File: config.mk
export PLATFORM = sky130hd
export DESIGN_NAME = pattern_trigger
export DESIGN_NICKNAME = d
export VERILOG_FILES = /design/src/rtl/pattern_trigger.sv
export SDC_FILE = /design/constraint.sdc
export NUM_CORES = 1
export LEC_CHECK = 0
export ABC_AREA = 1
export CAP_MARGIN = 15
export CELL_PAD_IN_SITES_DETAIL_PLACEMENT = 1
export CELL_PAD_IN_SITES_GLOBAL_PLACEMENT = 2
export CORE_ASPECT_RATIO = 0.6
export CORE_MARGIN = 5
export CORE_UTILIZATION = 31
export CTS_CLUSTER_DIAMETER = 50
export DETAILED_ROUTE_END_ITERATION = 8
export PLACE_DENSITY_LB_ADDON = 0.1
export SLEW_MARGIN = 25
export SYNTH_ARGS = -nofsm -noshare
export SYNTH_HDL_FRONTEND = slang
export SYNTH_SLANG_ARGS = --single-unit
File: constraint.sdc
create_clock -name clk -period 2.4 [get_ports clk]
set_clock_uncertainty 0.1 [all_clocks]
set_input_delay 0.24 -clock clk [delete_from_list [all_inputs] [get_ports clk]]
set_output_delay 0.24 -clock clk [all_outputs]
set_load 0.005 [all_outputs]
File: src/rtl/pattern_trigger.sv
module pattern_trigger #(
  parameter int LEN_W = 24
) (
  input  logic             clk,
  input  logic             rst,
  input  logic             mode_sel,
  input  logic [2:0]       ratio_code,
  input  logic             pat_start,
  input  logic [LEN_W-1:0] pat_len,
  output logic             trig_out
);

  localparam int CNT_W = 8;
  localparam int REPS  = 4;
  localparam int REP_W = $clog2(REPS);
  localparam logic [REP_W-1:0] LAST_REP = REP_W'(REPS - 1);

  function automatic logic [CNT_W-1:0] ratio_of(input logic [2:0] code);
    case (code)
      3'd1:    ratio_of = CNT_W'(8);
      3'd2:    ratio_of = CNT_W'(16);
      3'd3:    ratio_of = CNT_W'(32);
      3'd4:    ratio_of = CNT_W'(40);
      3'd5:    ratio_of = CNT_W'(64);
      3'd6:    ratio_of = CNT_W'(128);
      default: ratio_of = CNT_W'(4);
    endcase
  endfunction

  logic             act_mode;
  logic [CNT_W-1:0] act_ratio;
  logic [CNT_W-1:0] div_cnt;
  logic [REP_W-1:0] rep_cnt;
  logic [LEN_W-1:0] pulse_rem;

  logic [CNT_W-1:0] new_ratio;
  logic             div_end, pat_idle, switch_ok, fire;
  logic [LEN_W-1:0] half_len, width;

  assign new_ratio = ratio_of(ratio_code);
  assign div_end   = !act_mode && (div_cnt == act_ratio - CNT_W'(1));
  assign pat_idle  = act_mode && (pulse_rem == '0);
  assign switch_ok = div_end || pat_idle;
  assign fire      = act_mode && pat_start && (rep_cnt == LAST_REP)
                     && !(pat_idle && !mode_sel);
  assign half_len  = pat_len >> 1;
  assign width     = (half_len == '0) ? LEN_W'(1) : half_len;

  always_ff @(posedge clk) begin
    if (rst) begin
      act_mode  <= mode_sel;
      act_ratio <= new_ratio;
      div_cnt   <= '0;
      rep_cnt   <= '0;
      pulse_rem <= '0;
    end else begin
      if (pat_start) rep_cnt <= rep_cnt + REP_W'(1);
      if (switch_ok) begin
        act_mode  <= mode_sel;
        act_ratio <= new_ratio;
      end
      if (act_mode || div_end) div_cnt <= '0;
      else                     div_cnt <= div_cnt + CNT_W'(1);
      if (fire)                   pulse_rem <= width;
      else if (pulse_rem != '0)   pulse_rem <= pulse_rem - LEN_W'(1);
    end
  end

  assign trig_out = act_mode ? (pulse_rem != '0) : (div_cnt < (act_ratio >> 1));

  logic armed;
  always_ff @(posedge clk) armed <= !rst;


  ratio_legal_chk: assert property (@(posedge clk) disable iff (rst || !armed)
    act_ratio inside {8'd4, 8'd8, 8'd16, 8'd32, 8'd40, 8'd64, 8'd128});


  div_rise_chk: assert property (@(posedge clk) disable iff (rst || !armed)
    (!act_mode && $rose(trig_out)) |-> (div_cnt == '0));


  pulse_origin_chk: assert property (@(posedge clk) disable iff (rst || !armed)
    (act_mode && $past(act_mode) && $rose(trig_out))
      |-> ($past(pat_start) && $past(rep_cnt) == LAST_REP));


  ratio_hold_chk: assert property (@(posedge clk) disable iff (rst || !armed)
    (!act_mode && $past(!act_mode) && div_cnt != '0) |-> $stable(act_ratio));


  mode_switch_chk: assert property (@(posedge clk) disable iff (rst || !armed)
    (act_mode != $past(act_mode)) |-> !$past(trig_out));

endmodule

* Yosys cells after proc, flatten, opt, wreduce, memory -nomap -nowiden
Index checks and enable logic that the tools add are counted.
** Storage, ports and cells
- Flip-flop bits (word level) :: 43
- Bits of input ports :: 31
- Output and inout port bits :: 1
- Logic and storage cells :: 44
** Operators by class
- Add/sub/neg operators :: 4
- $lt $le $gt $ge :: 1
- Equal/unequal tests :: 8
- Multiplexer cells :: 9
- Reductions and logical operators :: 17
** Operator list (number)
- $logic_not A24 Y1 :: 2
- $mux W24 :: 2
- $pmux W8 S6 :: 1
- $reduce_bool A24 Y1 :: 1
- $sub A24 B1 Y24 const B :: 1
- $mux W23 :: 1
- $mux W8 :: 2
- $eq A3 B3 Y1 const B :: 3
- $add A8 B1 Y8 const B :: 1
- $eq A8 B8 Y1 :: 1
- $lt A8 B7 Y1 :: 1
- $sub A8 B1 Y8 const B :: 1
- $eq A3 B2 Y1 const B :: 2
- $logic_and A1 B1 Y1 :: 6
- $reduce_bool A2 Y1 :: 2
- $eq A3 B1 Y1 const B :: 1
- $logic_not A1 Y1 :: 3
- $mux W1 :: 3
- $add A2 B1 Y2 const B :: 1
- $eq A2 B2 Y1 const B :: 1
- $logic_or A1 B1 Y1 :: 2
- $reduce_or A2 Y1 :: 1

* Longest topological paths before layout
- Word-level depth :: 6
- Mapped depth :: 13
- Mapped depth without buffers :: 12

* Least setup slack after synthesis
No wires, ideal clock.
- Path type :: flip-flop to flip-flop
- Start point :: register act_ratio[2]
- End point :: register act_mode (enable)
- Setup time :: 0.371 ns
- Data arrival time :: 1.603 ns
- Data required time :: 1.929 ns
- Slack :: 0.325 ns
- Stages on the path, launching flop included :: 10
- Buffers on the path :: 0
- Clock period less this slack :: 2.075 ns
- Path through :: edfxtp_1 -> inv_1 -> ha_1 -> nand2_1 -> nand2_1 -> nor3_1 -> nand3_1 -> nor2_1 -> nand2_1 -> o21bai_1
** On the way
- Word-level cells in the longest chain between the ends :: 5
** Ends and longest elaborated chain
- from (decl) :: RTL line 31 : logic [CNT_W-1:0] act_ratio;
- from (signal assigned) :: RTL line 52 : act_ratio <= new_ratio;
- from (signal assigned) :: RTL line 60 : act_ratio <= new_ratio;
- $sub A8 B1 Y8 :: RTL line 41 : assign div_end = !act_mode && (div_cnt == act_ratio - CNT_W'(1));
- $eq A8 B8 Y1 :: RTL line 41
- $logic_and A1 B1 Y1 :: RTL line 41
- $logic_or A1 B1 Y1 :: RTL line 43 : assign switch_ok = div_end || pat_idle;
- $reduce_bool A2 Y1 (no line)
- to (signal assigned) :: RTL line 51 : act_mode <= mode_sel;
- to (signal assigned) :: RTL line 59 : act_mode <= mode_sel;
- to (decl) :: RTL line 30 : logic act_mode;
Every way passes these cells.
A chain may end at the register's enable or synchronous reset.

* Worst setup path after layout
- Start point :: register act_ratio[6]
- End point :: output trig_out
** On the way
- Word-level cells in the longest chain between the ends :: 2
** Ends and longest elaborated chain
- $lt A8 B7 Y1 :: RTL line 69 : assign trig_out = act_mode ? (pulse_rem != '0) : (div_cnt < (act_ratio >> 1));
- $mux W1 :: RTL line 69
- to (decl) :: RTL line 10 : output logic trig_out
Every way passes these cells.

==> PnR_summary.wiki <==
{| class="wikitable"
! Metric !! Value
|-
| Last element of the critical path || trig_out
|-
| Final min period || 2.268 ns
|-
| Layout cell share with drive strength beyond 1 || 8.861%
|-
| Number of cells on the worst reg-to-reg path || 10
|-
| Leading cell types by count after synthesis || 106 x sky130_fd_sc_hd__nand2_1, 75 x sky130_fd_sc_hd__nor2_1, 52 x sky130_fd_sc_hd__inv_1
|-
| Remaining global-route overflow || 0
|-
| Final antenna-violating net count || 0
|-
| Leading post-synthesis cells by cell area || sky130_fd_sc_hd__dfxtp_1 24%, sky130_fd_sc_hd__nand2_1 14%, sky130_fd_sc_hd__nor2_1 10%
|-
| Via/cell ratio || 4.787
|-
| Synthesis-stage register bit count || 41
|-
| Class of the tightest hold or removal check || reg2reg
|-
| Number of distinct library cells after synthesis || 34
|-
| R2R Path End || act_ratio[3]
|-
| Chip Width || 132.8 um
|-
| First-pass GRT wire length || 14.96 mm
|-
| Relative area change from synthesis to final layout || 21.89%
|-
| Count of max-cap constraint violations || 0
|-
| Post-synthesis net count || 474
|-
| Power density over cell area || 1281 nW/um2
|-
| Post-Syn Area per Cell || 6.481 um2
|-
| Slew of the pin with the lowest slew margin || 0.5809 ns
|-
| Global router's overall resource usage || 16.78%
|-
| Total wire length after detailed routing || 9.092 mm
|-
| Post-synthesis instance total || 433
|-
| Leak pwr || 1.575 nW
|-
| Ys flop type || sky130_fd_sc_hd__dfxtp_1
|-
| Pins over their slew limit || 0
|-
| Area of the mapped netlist || 2806 um2
|-
| Root buffer cell || sky130_fd_sc_hd__clkbuf_16
|-
| Cell-by-cell listing of the critical path || inv_1 > ha_1 > a21o_1 > a211oi_1 > nand3_1 > o21ai_0 > dlygate4sd2_1
|-
| Initial Utilization || 32.43%
|-
| Number of sinks on the clock net || 41
|-
| DRT iter0 DRCs || 147
|-
| Last weighted congestion value of the routability-driven placer || 0.8268
|-
| Launch point of the worst hold path || div_cnt[0]
|-
| Max FO, Critical Path || 2
|-
| Slowest stage cell on the critical path || sky130_fd_sc_hd__edfxtp_1
|-
| Worst setup path class || reg2out
|-
| Clock buffers created by TritonCTS || 5
|-
| Area enclosed by the die boundary || 11120 um2
|-
| Antenna Cells || 0
|-
| Layout fillers || 1133
|-
| Final-report setup violation count || 0
|-
| Largest net degree at the start of global routing || 24
|-
| Number of hold violations in the final report || 0
|-
| Via count of the first global-routing pass || 2870
|-
| Async S/R FF share, synth || 0%
|-
| H-tree levels || 2
|-
| Upper clock frequency limit || 0.4410 GHz
|-
| Number of ports placed on the die boundary || 32
|-
| Dpl hpwl || 7.389 mm
|-
| Register area share after synthesis || 31.74%
|-
| Worst ir drop on vdd || 0.5104 mV
|-
| CTS tree || built
|-
| Dominant cell type by area after synthesis || sky130_fd_sc_hd__dfxtp_1
|-
| Clock latency on the worst-skew pair || 0.29 ns
|-
| Fraction of post-synthesis cell area in the top cell type by area || 24.25%
|-
| IO Port Bufs || 30
|-
| Number of rows in the core area || 26
|-
| Clk buf depth || 2
|-
| 1st-pass router iterations || 5
|-
| Clock transition time at the flip-flop clock pins of the worst setup and hold paths || 0.06 ns
|-
| Register-to-register path setup slack || 0.21 ns
|-
| Outcome || finished clean
|-
| Setup TNS || 0 ns
|-
| Die span in y || 83.70 um
|-
| Rel. slew slack || 61.23%
|-
| Share of the cycle needed by the critical path after routing || 94.49%
|-
| Capturing element type of the critical path || output pin
|-
| RSZ-0062 raised after global routing || no
|-
| Number of synthesized flops with an enable pin || 7
|-
| Most repeated cell in the gate-level netlist after synthesis || sky130_fd_sc_hd__nand2_1
|-
| DRC violations left || 0
|-
| Post-DR wirelength/cell || 15.52 um
|-
| Placeable core area || 8653 um2
|-
| Post-route worst hold slack || 0.3571 ns
|-
| Required time of the critical path || 2.06 ns
|-
| Vias || 2805
|-
| Initial antenna violation count || 0
|-
| Count of yosys warnings during synthesis || 0
|-
| First element of the critical path || act_ratio[6]
|-
| Worst stage delay on the critical path || 0.42 ns
|-
| Data arrival, critical path || 1.93 ns
|-
| Startpoint class of the critical path || flip-flop
|-
| Reg-to-Reg Start || act_ratio[2]
|-
| Fin util || 39.53%
|-
| Number of nets in the layout || 514
|}
-- placed cells by master (no fill, tap or decap), drive strengths merged, types with 2 or more instances in the layout --
| master | count |
|---|---|
| inv | 55 |
| nand4 | 7 |
| buf | 11 |
| nand3b | 2 |
| xor2 | 12 |
| edfxtp | 7 |
| nand3 | 46 |
| ha | 10 |
| xnor2 | 9 |
| dfxtp | 34 |
| o21bai | 3 |
| clkbuf | 6 |
| nor3 | 6 |
| a21oi | 14 |
| o211ai | 2 |
| clkdlybuf4s50 | 29 |
| nand2 | 111 |
| clkinv | 2 |
| nor2 | 86 |
| o21ai | 14 |
-- per-layer routing --
metal | vias to the layer above | track usage [%] | routed length [um]
li1 | 1450 | - | -
met1 | 1286 | 28.39 | 5296
met2 | 63 | 20.76 | 3180
met3 | 6 | 3.554 | 560
met4 | 0 | 2.642 | 55
met5 | - | 0 | 0
-- logic make-up (layout without fill, tap and decap cells) --
family / after synthesis / after routing / share of synthesized area (%)
AOI/OAI and AO/OA: 36 / 36 / 7.134
xor gates and xnor gates: 21 / 21 / 6.554
adders and majority gates: 10 / 10 / 4.458
buffers and inverters: 63 / 104 / 9.362
DFF: 41 / 41 / 31.74
and+or+nand+nor: 262 / 262 / 40.75
-- area by class of cell --
class / instances / area, um2 / area share [%]
multi-input cells: 329 / 1660 / 48.54
clock inverters: 2 / 10.01 / 0.2926
inverters: 55 / 209.0 / 6.108
well taps: 112 / 140.1 / 4.097
flip-flops and latches: 41 / 890.9 / 26.04
clock buffers: 6 / 128.9 / 3.767
repair buffers: 41 / 381.6 / 11.16
-- registers in the layout, indices dropped and copies added (netlist names) --
name / count
act_mode: 1
pulse_rem: 24
act_ratio: 6
div_cnt: 8
rep_cnt: 2
-- critical path, delay by kind of cell, from the launching register on --
kind | cells | cell delay [ns]
and+or+nand+nor | 1 | 0.12
AOI/OAI and AO/OA | 3 | 0.50
DFF | 1 | 0.42
adders and majority gates | 1 | 0.25
buffers and inverters | 2 | 0.36
-- timing repair --
action / 4_1_cts / 5_1_grt
setup buffers: 1 / 0
hold buffers: 0 / 0
endpoints found under the setup margin: 1 / 6
resized for setup: 1 / 3
-- power breakdown --
group          total (W)  internal [W]  switching (W)
logic            0.00261      0.000917        0.00169
registers        0.00111      0.000904       0.000206
clock network   0.000663      0.000382       0.000280
-- stage by stage --
step                total power, W  instance area [um2]  setup WS (ns)  instances
finish                    0.004382                 3421         0.1323        586
global route              0.004779                 3421        0.03315        586
global placement          0.003634                 3268         0.1418        577
floorplan                 0.002944                 2806         0.3255        433
detailed placement        0.003692                 3268        0.09209        577
CTS                       0.004374                 3413        0.05724        586
-- worst min-delay path by stage --
stage / endpoint / cells after the start / slack (ns)
after global placement: div_cnt[0] / 1 / 0.33
after floorplan: rep_cnt[1] / 1 / 0.23
after detailed placement: div_cnt[0] / 1 / 0.35
final: div_cnt[0] / 1 / 0.36
after global routing: div_cnt[0] / 1 / 0.42
after CTS: div_cnt[0] / 1 / 0.36
No activity file was read; power rests on OpenSTA's default activity.
